## src/rtl/eep_status_pkg.sv

```systemverilog
package eep_status_pkg;
   typedef enum logic [1:0] {
      PROT_NONE = 2'b00,
      PROT_QTR  = 2'b01,
      PROT_HALF = 2'b10,
      PROT_ALL  = 2'b11
   } prot_sel_e;

   localparam int SR_W      = 8;
   localparam int SR_ARMED  = 7;
   localparam int SR_SEL_HI = 3;
   localparam int SR_SEL_LO = 2;
endpackage

```

## src/rtl/eep_prot_decode.sv

```systemverilog
module eep_prot_decode
   import eep_status_pkg::*;
#(
   parameter int ADDR_W = 13
) (
   input  prot_sel_e           sel,
   input  logic [ADDR_W-1:0]   addr,
   output logic                hit
);
   localparam int TOP = ADDR_W - 1;

   if (ADDR_W < 2) begin : g_bad_width
      $error("eep_prot_decode: ADDR_W must be at least 2");
   end

   logic [1:0] upper;
   assign upper = addr[TOP -: 2];

   always_comb begin
      case (sel)
         PROT_NONE: hit = 1'b0;
         PROT_QTR:  hit = &upper;
         PROT_HALF: hit = upper[1];
         default:   hit = 1'b1;
      endcase
   end
endmodule

```

## src/rtl/eep_wel_latch.sv

```systemverilog
module eep_wel_latch (
   input  logic clk,
   input  logic por_n,
   input  logic cmd_rst,
   input  logic busy,
   input  logic wren,
   input  logic wrdi,
   output logic wel
);
   logic busy_q;
   logic cycle_done;

   assign cycle_done = busy_q & ~busy;

   always_ff @(posedge clk or negedge por_n) begin
      if (!por_n) begin
         busy_q <= 1'b0;
         wel    <= 1'b0;
      end else begin
         busy_q <= busy;
         if (cmd_rst || cycle_done)
            wel <= 1'b0;
         else if (!busy) begin
            if (wrdi)
               wel <= 1'b0;
            else if (wren)
               wel <= 1'b1;
         end
      end
   end

   // the end of an internal cycle leaves the latch cleared
   a_r3_done_clears: assert property (@(posedge clk) disable iff (!por_n)
      (busy_q && !busy) |=> !wel);
   // no set while busy
   a_r9_busy_no_set: assert property (@(posedge clk) disable iff (!por_n)
      (busy && !wel) |=> !wel);
   // disable wins over enable
   a_r2_disable_wins: assert property (@(posedge clk) disable iff (!por_n)
      (wrdi && !busy) |=> !wel);
endmodule

```

## src/rtl/eep_sr_bits.sv

```systemverilog
module eep_sr_bits
   import eep_status_pkg::*;
(
   input  logic            clk,
   input  logic            por_n,
   input  logic            cmd_rst,
   input  logic            busy,
   input  logic            wp,
   input  logic            wsr_req,
   input  logic            req_armed,
   input  logic [1:0]      req_sel,
   input  logic            frame_end,
   input  logic            wel,
   output logic            armed,
   output prot_sel_e       sel,
   output logic            sr_ok
);
   logic       wp_q;
   logic       wp_fall;
   logic       pend;
   logic       pend_armed;
   logic [1:0] pend_sel;
   logic       commit;

   assign sr_ok   = wel & ~(armed & ~wp);
   assign wp_fall = wp_q & ~wp;
   assign commit  = frame_end & pend & sr_ok & ~cmd_rst;

   // volatile request holder
   always_ff @(posedge clk or negedge por_n) begin
      if (!por_n) begin
         wp_q       <= 1'b0;
         pend       <= 1'b0;
         pend_armed <= 1'b0;
         pend_sel   <= 2'b00;
      end else begin
         wp_q <= wp;
         if (cmd_rst || frame_end)
            pend <= 1'b0;
         else if (pend && armed && wp_fall)
            pend <= 1'b0;
         else if (wsr_req && !busy) begin
            pend       <= 1'b1;
            pend_armed <= req_armed;
            pend_sel   <= req_sel;
         end
      end
   end

   // retained bits: only power-on reset clears them
   always_ff @(posedge clk or negedge por_n) begin
      if (!por_n) begin
         armed <= 1'b0;
         sel   <= PROT_NONE;
      end else if (commit) begin
         armed <= pend_armed;
         sel   <= prot_sel_e'(pend_sel);
      end
   end

   // retained bits move only at a frame end
   a_r7_hold_between_frames: assert property (@(posedge clk) disable iff (!por_n)
      !frame_end |=> $stable({armed, sel}));
   // a refused frame end changes nothing
   a_r6_refused_keeps: assert property (@(posedge clk) disable iff (!por_n)
      (frame_end && !sr_ok) |=> $stable({armed, sel}));
   // no request is taken while busy
   a_r9_no_req_when_busy: assert property (@(posedge clk) disable iff (!por_n)
      (busy && !pend) |=> !pend);
   // command reset drops a held request
   a_r10_cmd_rst_drops: assert property (@(posedge clk) disable iff (!por_n)
      cmd_rst |=> !pend);
endmodule

```

## src/rtl/eep_status_guard.sv

```systemverilog
module eep_status_guard
   import eep_status_pkg::*;
#(
   parameter int ADDR_W = 13
) (
   input  logic               clk,
   input  logic               por_n,
   input  logic               cmd_rst,
   input  logic               busy,
   input  logic               wp,
   input  logic               wren,
   input  logic               wrdi,
   input  logic               wsr_req,
   input  logic [7:0]         wsr_data,
   input  logic               frame_end,
   input  logic [ADDR_W-1:0]  addr,
   output logic [7:0]         status,
   output logic               addr_wr_ok,
   output logic               sr_wr_ok
);
   if (SR_W != 8) begin : g_bad_sr
      $error("eep_status_guard: status width must be 8");
   end

   logic      wel;
   logic      armed;
   prot_sel_e sel;
   logic      hit;
   logic      unused_data;

   assign unused_data = ^{wsr_data[6:4], wsr_data[1:0]};

   eep_wel_latch u_wel (
      .clk     (clk),
      .por_n   (por_n),
      .cmd_rst (cmd_rst),
      .busy    (busy),
      .wren    (wren),
      .wrdi    (wrdi),
      .wel     (wel)
   );

   eep_sr_bits u_sr (
      .clk       (clk),
      .por_n     (por_n),
      .cmd_rst   (cmd_rst),
      .busy      (busy),
      .wp        (wp),
      .wsr_req   (wsr_req),
      .req_armed (wsr_data[SR_ARMED]),
      .req_sel   (wsr_data[SR_SEL_HI:SR_SEL_LO]),
      .frame_end (frame_end),
      .wel       (wel),
      .armed     (armed),
      .sel       (sel),
      .sr_ok     (sr_wr_ok)
   );

   eep_prot_decode #(.ADDR_W(ADDR_W)) u_dec (
      .sel  (sel),
      .addr (addr),
      .hit  (hit)
   );

   assign addr_wr_ok = wel & ~hit;
   assign status     = {armed, 3'b000, sel, wel, busy};

   // full protection blocks every address
   a_r4_full_blocks: assert property (@(posedge clk) disable iff (!por_n)
      (status[3:2] == 2'b11) |-> !addr_wr_ok);
   // no enable latch, no array permit
   a_r5_needs_latch: assert property (@(posedge clk) disable iff (!por_n)
      !status[1] |-> !addr_wr_ok);
   // reserved bits read zero
   a_r1_reserved_zero: assert property (@(posedge clk) disable iff (!por_n)
      status[6:4] == 3'b000);
endmodule

```

## config.mk

```make
export PLATFORM = sky130hd
export DESIGN_NAME = eep_status_guard
export DESIGN_NICKNAME = d
export VERILOG_FILES = /design/src/rtl/eep_status_pkg.sv /design/src/rtl/eep_prot_decode.sv /design/src/rtl/eep_wel_latch.sv /design/src/rtl/eep_sr_bits.sv /design/src/rtl/eep_status_guard.sv
export SDC_FILE = /design/constraint.sdc
export NUM_CORES = 1
export LEC_CHECK = 0
export ABC_AREA = 1
export ABC_CLOCK_PERIOD_IN_PS = 1320
export BUFFER_PORTS_ARGS = -buffer_cell sky130_fd_sc_hd__buf_2
export CORE_MARGIN = 2
export CORE_UTILIZATION = 40
export DETAILED_ROUTE_END_ITERATION = 16
export GPL_TIMING_DRIVEN = 0
export PLACE_DENSITY = 0.78
export SYNTH_ARGS = -nofsm -noshare
export SYNTH_HDL_FRONTEND = slang
export SYNTH_SLANG_ARGS = --single-unit
```

## constraint.sdc

```tcl
create_clock -name clk -period 1.32 [get_ports clk]
set_input_delay 0.198 -clock clk [delete_from_list [all_inputs] [get_ports clk]]
set_output_delay 0.198 -clock clk [all_outputs]
set_load 0.03 [all_outputs]
```

---- Yosys cells after proc, flatten, opt, wreduce, memory -nomap -nowiden ----
Index checks and enable logic that the tools add are counted.
word-level totals
  register bits after elaboration ......... 10
  input port bits ......................... 30
  output and inout bits ................... 10
  logic and storage cells ................. 46
cells by class
  equality and inequality tests ........... 3
  mux-type cells .......................... 8
  bitwise operators ....................... 15
  reduce and logical (&&, ||, !) cells .... 12
operators with widths
  operator              count
  $and A1 B1 Y1         8
  $mux W1               7
  $not A1 Y1            7
  $reduce_bool A3 Y1    2
  $reduce_and A2 Y1     2
  $logic_and A1 B1 Y1   3
  $pmux W1 S3           1
  $reduce_and A3 Y1     1
  $eq A2 B1 Y1 const B  1
  $eq A2 B2 Y1 const B  1
  $logic_not A2 Y1      1
  $logic_or A1 B1 Y1    2
  $ne A2 B1 Y1 const B  1
  $logic_not A1 Y1      1

---- Logic depth before layout (Yosys ltp) ----
Gate-level depths: netlist (run 1).
  word-level depth ........................ 6
  mapped depth ............................ 6
  gate-level depth less buffers ........... 6

---- Hierarchy ----
Synthesis (run 1) repeated with hierarchy kept, for this count alone.
second synthesis, totals
  cell total of the unflattened synthesis .. 64
  area, all modules ....................... 524.3 um2
modules (own cells, without submodules)
  module            times used  cells each  area an instance (um2)  sequential area each (um2)
  eep_sr_bits       1           41          365.4                   200.2
  eep_wel_latch     1           11          86.3                    50.0
  eep_status_guard  1           9           58.8                    0.0
  eep_prot_decode   1           3           13.8                    0.0

---- Least setup slack after synthesis (run 1) ----
OpenSTA, ideal clock, no wires.
  kind .................................... reg-to-output
  start ................................... register u_sr.sel[1]
  end ..................................... output port addr_wr_ok
  arrival ................................. 953 ps
  required time ........................... 1122 ps
  slack ................................... 169 ps
  stages on the path, launching flop included .. 3
  path buffers ............................ 0
  path through ............................ dfrtp_1 a21oi_1 o21a_1
between the ends
  word-level cells in the longest chain between the ends .. 4
  elaborated cells between the ends (all ways) .. 6
  classes of those cells .................. eq/ne (2); mux (1); bitwise (2); reduce/logical (1)
RTL lines
  what                                        RTL line                text
  start: declaration                          eep_sr_bits.sv:15       output prot_sel_e sel,
  start signal: assignment                    eep_sr_bits.sv:57       sel <= prot_sel_e'(pend_sel);
  $eq A2 B2 Y1, or another cell as far along  eep_prot_decode.sv:20   case (sel)
  $pmux W1 S3 (*)                             eep_prot_decode.sv:20
  $not A1 Y1 (*)                              eep_status_guard.sv:65  assign addr_wr_ok = wel & ~hit;
  $and A1 B1 Y1 (*)                           eep_status_guard.sv:65
  end: declaration                            eep_status_guard.sv:18  output logic addr_wr_ok,
Mark *: on every way between the ends. The rest lies on a longest branch, timed or not.

---- Worst setup path after layout (run 1) ----
  start ................................... register u_sr.armed
  end ..................................... output port sr_wr_ok
between the ends
  word-level cells in the longest chain between the ends .. 3
RTL lines
  what                      RTL line                text
  start: declaration        eep_sr_bits.sv:14       output logic armed,
  start signal: assignment  eep_sr_bits.sv:56       armed <= pend_armed;
  $and A1 B1 Y1             eep_sr_bits.sv:25       assign sr_ok = wel & ~(armed & ~wp);
  $not A1 Y1                eep_sr_bits.sv:25
  $and A1 B1 Y1             eep_sr_bits.sv:25
  end: declaration          eep_status_guard.sv:19  output logic sr_wr_ok
No other way between the ends.

==> results of run 1 <==
Yosys cell counts:
cell type  number  share of area (%)
nand3_4         1                3.3
a21oi_1         3                2.8
nor2_4          1                2.1
dfrtp_1        10                 47
buf_4           6                8.5
o21a_1          1                1.4
nor2_1          2                1.4
o21ai_1         3                2.8
nand2_2         1                1.2
nor2_2          2                2.4
nand2_1        11                7.8
conb_1          1               0.71
nand3_2         1                1.9
inv_2           3                2.1
o21ai_4         1                3.1
inv_1           4                2.8
nand4_1         3                3.5
nand3_1         4                3.8
o21ai_0         1               0.94
cell type report:
cell class,count,area share (%)
buffer,6,6.36
sequential,10,35.3
clock buffer,3,3.18
tap,15,2.65
inverter,7,3.71
timing repair buffer,23,18.4
multi-input combinational,38,30.4
metrics by stage:
stage / utilization (%) / cells / TNS (ps) / setup slack [ps] / power, uW
2_1_floorplan: - / 61 / 0 / 169 / 439
3_3_place_gp: 51.7 / 96 / 0 / 296 / 484
3_5_place_dp: 51.7 / 96 / 0 / 271 / 490
4_1_cts: 54.8 / 101 / 0 / 12.2 / 690
5_1_grt: 55.8 / 102 / -9.60 / -9.60 / 725
6_report: 55.8 / 102 / 0 / 31.9 / 683
worst paths after layout:
| kind | end | startpoint | slack, ps | cells past startpoint |
|---|---|---|---|---|
| max reg2reg | u_sr.sel[0]$_DFFE_PN0P_ | u_sr.armed$_DFFE_PN0P_ | 340 | 5 |
| max in group asynchronous | u_sr.pend_sel[1]$_DFFE_PN0P_ | por_n | 800 | 2 |
| min | u_wel.busy_q$_DFF_PN0_ | busy | 120 | 1 |
| min reg2reg | u_sr.pend_sel[1]$_DFFE_PN0P_ | u_sr.pend_sel[1]$_DFFE_PN0P_ | 480 | 2 |
| min in group asynchronous | u_wel.busy_q$_DFF_PN0_ | por_n | 330 | 2 |
| max | sr_wr_ok | u_sr.armed$_DFFE_PN0P_ | 30 | 4 |
metal layers:
| layer | up-vias | track usage, % | part of all wire (%) |
|---|---|---|---|
| met5 | - | 0 | 0 |
| met4 | 0 | 15.0 | 2.0 |
| met3 | 2 | 1.67 | 6.4 |
| met2 | 17 | 29.8 | 52 |
| met1 | 200 | 16.6 | 39 |
| li1 | 240 | - | - |
critical path: stages, from the launching register on:
cell and delay [ps]:
dfrtp_1 360, inv_2 60, o21ai_4 170, inv_2 70
clkbuf_4 180
what timing repair did:
item | 4_1_cts | 5_1_grt
cloned | 0 | 0
hold endpoints to repair | 10 | 0
hold buffers | 1 | 0
resized for setup | 0 | 3
setup buffers | 1 | 1
endpoints found under the setup margin | 1 | 2
pin swaps | 0 | 1
where the power goes:
| group | internal (uW) | switching, uW |
|---|---|---|
| sequential | 334 | 17.1 |
| combinational | 57.2 | 83.1 |
| clock | 104 | 87.6 |
cells by family (layout without fill, tap and decap cells):
group                  count (synthesis)  after routing
other                                  1              3
and+or+nand+nor                       26             26
DFF                                   10             10
buffers and inverters                 13             39
AOI/OAI and AO/OA                      9              9
registers in the layout (all words and copies together) (netlist names):
register / cells
u_sr.pend_sel: 2
u_sr.sel: 2
u_sr.armed: 1
u_sr.pend: 1
u_sr.pend_armed: 1
u_sr.wp_q: 1
u_wel.busy_q: 1
u_wel.wel: 1
==> results.md, run 1 <==
* Result of the run: finished clean
* Largest family of logic cells by synthesized area: simple AND/OR/NAND/NOR gates
* Cell variety after synth at 19
* Flip-flop and latch area at 250 um^2
* Min-Delay Path Class: input port to flip-flop
* Sink Count at 10
* Synth Area in Compound Gates at between 10% and 20%
* Area grow syn2layout at 33.8%
* Placed cell area at about 660 um^2
* Cells after Synth at between 50 and 60
* Area occupied by multi-input gates at 215 um^2
* Largest net degree at the start of global routing at 11
* Post-Synth XOR/XNOR Area at 0%
* Core area at around 1300 um^2
* Clock Latency Late Sink at approximately 250 ps
* Area of the mapped netlist at about 530 um^2
* Global-route wire length before repair at between 1500 and 2000 um
* RePlAce Congestion at 0.703
* I/O Pins at 40
* Mux cell area share after synthesis at 0%
* Clock Skew at approximately 4 ps
* H-tree levels at 1
* Max IR drop VDD at ~430 uV
* Port Buf Inserts at 20
* Ratio of final minimum period to clock period at slightly below 100%
* DPL Wire Length at 802 um
* Synthesis Warnings at 0
* Vias at about 460
* Final wirelength at 960 um
* Adder-Cell Fraction of Synth Area at 0%
* Initial Util at a little over two fifths
* Setup crit end kind: output port
* Most common cell after layout, fill and taps aside: buf_2
* Clock root buffer master: clkbuf_4
* Layout fillers at 122
* Setup-failing EPs final at 0
* Flop and latch count out of synthesis at 10
* Critical path type: flip-flop to output port
* CP max FO at 4
* Max Fclk at roughly 780 MHz
* Die area at 1630 um^2
* CTS Buf Count at 3
* Die Y at roughly 40 um
* DR WL/cell at 9.41 um
* Die X at 40.4 um
* Initial antenna violation count at 0
* Total track usage at around 17%
* Core Rows at 13
* Pwr Density at 964 nW/um^2
* Synth Area in Simple Gates at 27.4%
* Worst EP required at between 1000 and 1500 ps
* Final Critical Period at 1290 ps
* CTS tree: built
* Fin. Hold Viols at 0
* Slew Limit Fails at 0
* Leakage at between 0.0004 and 0.0005 uW
* Sequential share of the synthesized area at 47.3%
* Vias in the first global route at between 400 and 500
* Antenna Cells at 0
* Max Cap Viol at 0
* Grt ovf at 0
* Via density at between 4 and 5
* DR pass1 iterations at 1
* Worst-path clk slew at around 60 ps
* Antenna Nets Post-Route at 0
* WP data arrival at between 1000 and 1500 ps
* Most frequent cells in the layout: buf_2, nand2_1, dfrtp_1, buf_4
* Hold WS at approximately 120 ps
* Design Area, Final at between 700 and 800 um^2
* Final Net Count at approximately 120
* Critical Path Start Type: flip-flop
* DRT iter0 DRCs at 0
* Syn Area/Cell at between 8 and 9 um^2
* Clock buffer depth at 2
* DR DRC count at 0
* Share of layout cells above drive strength 1 at between 40% and 50%
Note: power is estimated with default switching activity, not from simulation.
==> inputs of run 2 (changes only) <==
--- a/config.mk
+++ b/config.mk
@@ -9,5 +9,4 @@
 export ABC_CLOCK_PERIOD_IN_PS = 1320
 export BUFFER_PORTS_ARGS = -buffer_cell sky130_fd_sc_hd__buf_2
-export CORE_MARGIN = 2
 export CORE_UTILIZATION = 40
 export DETAILED_ROUTE_END_ITERATION = 16
==> constraint.sdc (replaced) <==
create_clock -name clk -period 1.32 [get_ports clk]
set_input_delay 0.132 -clock clk [delete_from_list [all_inputs] [get_ports clk]]
set_output_delay 0.132 -clock clk [all_outputs]
set_load 0.03 [all_outputs]
==> run 2 against run 1 <==
Worst setup slack better by 34 ps. Cell count down 0.98%. Global-route usage rose by 1.3 points. Fmax is 2.7% higher. Power rose by 2.1%. Clock skew is 0.84 ps lower. Largest cell class unchanged. Largest power group unchanged. Highest routed layer unchanged.
==> results.md, run 2 (same netlist as run 1, synthesis figures left out) <==
* DR WL/cell at between 10 and 15 um
* CP dominant cell by count: inv_2
* Met3 usage at roughly 3.5%
* Design Area, Final at a little over 700 um^2
* Critical path type: flip-flop to output port
* Ratio of final minimum period to clock period at between 90% and 100%
* Slowest CP cell: dfrtp_1
* Final TNS setup at 0 ps
* Layout fillers at about 100
* Critical Path End: sr_wr_ok
* Vias at about 470
* Most frequent cells in the layout: buf_2, nand2_1, dfrtp_1, buf_4
* Final Net Count at around 120
* Clock root buffer master: clkbuf_4
* Crit Reg-Reg Startpoint: u_sr.armed$_DFFE_PN0P_
* Die Y at approximately 38 um
* Global-route wire length before repair at 1760 um
* Critical Path Start Type: flip-flop
* Leakage at between 0.0004 and 0.0005 uW
* Antenna Nets Post-Route at 0
* Result of the run: finished clean
* Setup crit end kind: output port
* Final wirelength at approximately 1000 um
* Setup slack, reg-to-reg at about 240 ps
* Most common cell after layout, fill and taps aside: buf_2
* Fin util at between 60% and 70%
* Placement Setup Slack at roughly 340 ps
* Die area at approximately 1500 um^2
* Port Buf Inserts at 20
* Largest regs: u_sr.pend_sel x2, u_sr.sel x2
* Slew Limit Fails at 0
* Total track usage at ~18%
* GRT busiest layer: met2
* Largest net degree at the start of global routing at 11
* Grt ovf at 0
* Pwr Density at around 1000 nW/um^2
* Max Fclk at 797 MHz
* Min-Delay Path Class: input port to flip-flop
* Max Cap Viol at 0
* Max IR drop VDD at ~710 uV
* Clock buffer depth at 2
* Clock Latency Late Sink at 260 ps
* Critical path's largest stage delay at 380 ps
* Share of layout cells above drive strength 1 at between 40% and 50%
* Reg2Reg Depth at 6
* Setup crit start: u_sr.armed$_DFFE_PN0P_
* Setup ws final at 65.4 ps
* Die X at about 38 um
* CP max FO at 4
* Vias in the first global route at about 460
* Antenna Cells at 0
* Met2 GRT Util at approximately a third
* Fin. Hold Viols at 0
* Via density at ~4.6
* DRT iter0 DRCs at 12
* RR Endpoint: u_sr.armed$_DFFE_PN0P_
* CP cell instances: inv_2 > o21ai_4 > inv_2 > buf_6
* Sink Count at 10
* Core Rows at 12
* DPL Wire Length at 836 um
* DR DRC count at 0
* Placed cell area at 654 um^2
* DR pass1 iterations at 4
* RePlAce Congestion at about 0.76
* Hold WS at around 37 ps
* Worst EP required at 1190 ps
* CTS Buf Count at 3
* Final Critical Period at around 1300 ps
* H-tree levels at 1
* GR Util met1 at approximately a fifth
* Initial antenna violation count at 0
* CTS tree: built
* Clock Skew at 3.16 ps
* WP data arrival at ~1100 ps
* Area grow syn2layout at 33.8%
* Core area at between 1000 and 1500 um^2
* Setup-failing EPs final at 0
* Initial Util at between 40% and 50%
* RSZ-0062 raised after global routing: no
* Worst-path clk slew at approximately 60 ps
* I/O Pins at 40
[run 2: worst max-delay path: cells and delay by family (launching register included)]
kind / cells / cell delay (ps)
buffers and inverters: 3 / 290
AOI/OAI and AO/OA: 1 / 180
DFF: 1 / 380
[run 2: timing repair]
item                                    CTS  global route
gates resized for setup                   0             3
endpoints found under the setup margin    0             1
buffers inserted                          0             2
hold buffers                              1             0
endpoints found under the hold margin    10             0
[run 2: final cells by class]
type                       instances  area [um^2]  share of cell area (%)
multi-input combinational         38          215                    30.4
clock buffer                       3         22.5                    3.18
timing repair buffer              23          131                    18.6
tap                               14         17.5                    2.47
buffer                             6         45.0                    6.36
inverter                           7         26.3                    3.71
sequential                        10          250                    35.3
[run 2: per-layer routing]
layer / vias up / part of all wire [%] / routed length, um
met5: - / 0 / 0
met4: 0 / 1.3 / 14
met3: 2 / 4.1 / 43
met2: 14 / 53 / 551
met1: 211 / 41 / 433
li1: 242 / - / -
[run 2: metrics by stage]
stage,power [uW],cells
final,697,101
after global routing,737,101
after CTS,699,99
after detailed placement,490,95
after global placement,484,95
after floorplan,439,61
[run 2: power by group]
part	switching (uW)	internal [uW]
Combinational	84.3	57.4
Clock	100	105
Sequential	16.9	333
Total	201	496
[run 2: worst min-delay path by stage]
| stage | from | to | slack [ps] | cells after the start |
|---|---|---|---|---|
| after floorplan | por_n | u_sr.armed$_DFFE_PN0P_ | -160 | 0 |
| after global placement | por_n | u_wel.busy_q$_DFF_PN0_ | -1 | 1 |
| after detailed placement | por_n | u_wel.busy_q$_DFF_PN0_ | 5 | 1 |
| after CTS | busy | u_wel.busy_q$_DFF_PN0_ | 30 | 1 |
| after global routing | wp | u_sr.wp_q$_DFF_PN0_ | 40 | 1 |
| final | busy | u_wel.busy_q$_DFF_PN0_ | 40 | 1 |
==> inputs of run 3 (changes only) <==
PLACE_DENSITY = 0.8   (was 0.78)
==> run 3 against run 2 <==
Critical path depth unchanged. Count of clock-buffer cells in the layout up 1. Power increased by 9.3%. Worst setup slack gained 6.2 ps. Register-to-register slack about the same. Highest routed layer is now met3.
==> results.md, run 3 (same netlist as run 1, synthesis figures left out) <==
* Leakage at just over 0.0004 uW
* DR WL/cell at 9.96 um
* DR pass1 iterations at 4
* Fin. Hold Viols at 0
* Final wirelength at between 1000 and 1500 um
* Setup-failing EPs final at 0
* Initial Util at a little under half
* Reg2Reg Depth at 6
* Share of layout cells above drive strength 1 at between 40% and 50%
* Max IR drop VDD at approximately 590 uV
* RSZ-0062 raised after global routing: yes
* Antenna Nets Post-Route at 0
* Placed cells at 95
* Hold wc startpoint: wp
* DR DRC count at 0
* Setup crit start: u_sr.armed$_DFFE_PN0P_
* Slew Limit Fails at 0
* Most frequent cells in the layout: buf_2, nand2_1, dfrtp_1, buf_4
* Port Buf Inserts at 20
* Global-route wire length before repair at between 1500 and 2000 um
* Crit Reg-Reg Startpoint: u_sr.armed$_DFFE_PN0P_
* Clock Latency Late Sink at approximately 260 ps
* Non-filler instance count after layout at just over 100
* Vias in the first global route at between 400 and 500
* Critical Path Start Type: flip-flop
* Max Cap Viol at 0
* Largest net degree at the start of global routing at 11
* Clock buffer depth at 2
* Sink Count at 10
* I/O Pins at 40
* Max Fclk at 801 MHz
* Ratio of final minimum period to clock period at between 90 and 100%
* DPL Wire Length at between 800 and 900 um
* RePlAce Congestion at around 0.76
* Grt ovf at 0
* Pwr Density at roughly 1100 nW/um^2
* Hold path cells at 1
* Die Y at roughly 38 um
* H-tree levels at 1
* CTS Buf Count at 3
* DRT iter0 DRCs at 6
* Largest regs: u_sr.pend_sel x2, u_sr.sel x2
* Most common cell after layout, fill and taps aside: buf_2
* Core area at roughly 1200 um^2
* Final Critical Period at 1250 ps
* Area grow syn2layout at 36.4%
* Setup crit end kind: output port
* Clock root buffer master: clkbuf_4
* Final Net Count at ~120
* Setup ws final at 71.7 ps
* WP data arrival at approximately 1100 ps
* Placement Setup Slack at ~330 ps
* Clock Skew at 2.56 ps
* Min-Delay Path Class: input port to flip-flop
* Die X at around 38 um
* Total track usage at 17.2%
* Worst-path clk slew at ~70 ps
* Initial antenna violation count at 0
* Worst EP required at roughly 1200 ps
* Final Total Pwr at approximately 760 uW
* Vias at around 480
* Antenna Cells at 0
* Via density at ~4.7
* Core Rows at 12
* Critical path type: flip-flop to output port
* CP max FO at 4
* Result of the run: finished clean
* CTS tree: built
* Die area at ~1500 um^2
## run 3: critical path: stages, from the launching register on
cell and delay (ps):
dfrtp_1 390, inv_2 70, o21ai_4 180, inv_2 70, buf_6 140
## run 3: final timing paths
path | endpoint | slack (ps)
min in group asynchronous | u_sr.pend_sel[1]$_DFFE_PN0P_ | 260
worst max-delay path | sr_wr_ok | 70
worst min register to register | u_sr.pend_armed$_DFFE_PN0P_ | 480
worst min-delay path | u_sr.wp_q$_DFF_PN0_ | 50
max in group asynchronous | u_sr.armed$_DFFE_PN0P_ | 880
worst max register to register | u_sr.armed$_DFFE_PN0P_ | 230
## run 3: per-layer routing
layer / track usage, % / share of wire [%]
met2: 32.2 / 52
met1: 19.1 / 42
met3: 5.23 / 6.1
met4: 2.59 / 0
met5: 0 / 0
## run 3: metrics by stage
stage               utilization (%)  setup TNS (ps)  area (um^2)  hold slack (ps)
finish                         61.6               0          722             53.0
detailed placement             55.9               0          654            -1.63
global placement               55.9               0          654            0.632
global route                   61.6           -9.41          722             40.7
floorplan                         -               0          537             -164
CTS                            59.8               0          701             53.3
## run 3: power breakdown
part	leakage, uW	switching (uW)	internal [uW]
sequential	0.000130	17.7	333
combinational	0.000265	82.8	57.4
clock	0.0000210	104	167
## run 3: layout make-up
cell class / count / area [um^2]
fill: 101 / 449
sequential: 10 / 250
multi-input combinational: 38 / 215
timing repair buffer: 23 / 131
buffer: 6 / 45.0
clock buffer: 4 / 36.3
inverter: 7 / 26.3
tap: 14 / 17.5
## run 3: repair_timing
| action | 4_1_cts | 5_1_grt |
|---|---|---|
| gates resized for setup | 0 | 3 |
| endpoints found under the hold margin | 10 | 0 |
| setup endpoints to repair | 0 | 1 |
| buffers inserted | 0 | 2 |
| hold buffers | 1 | 0 |
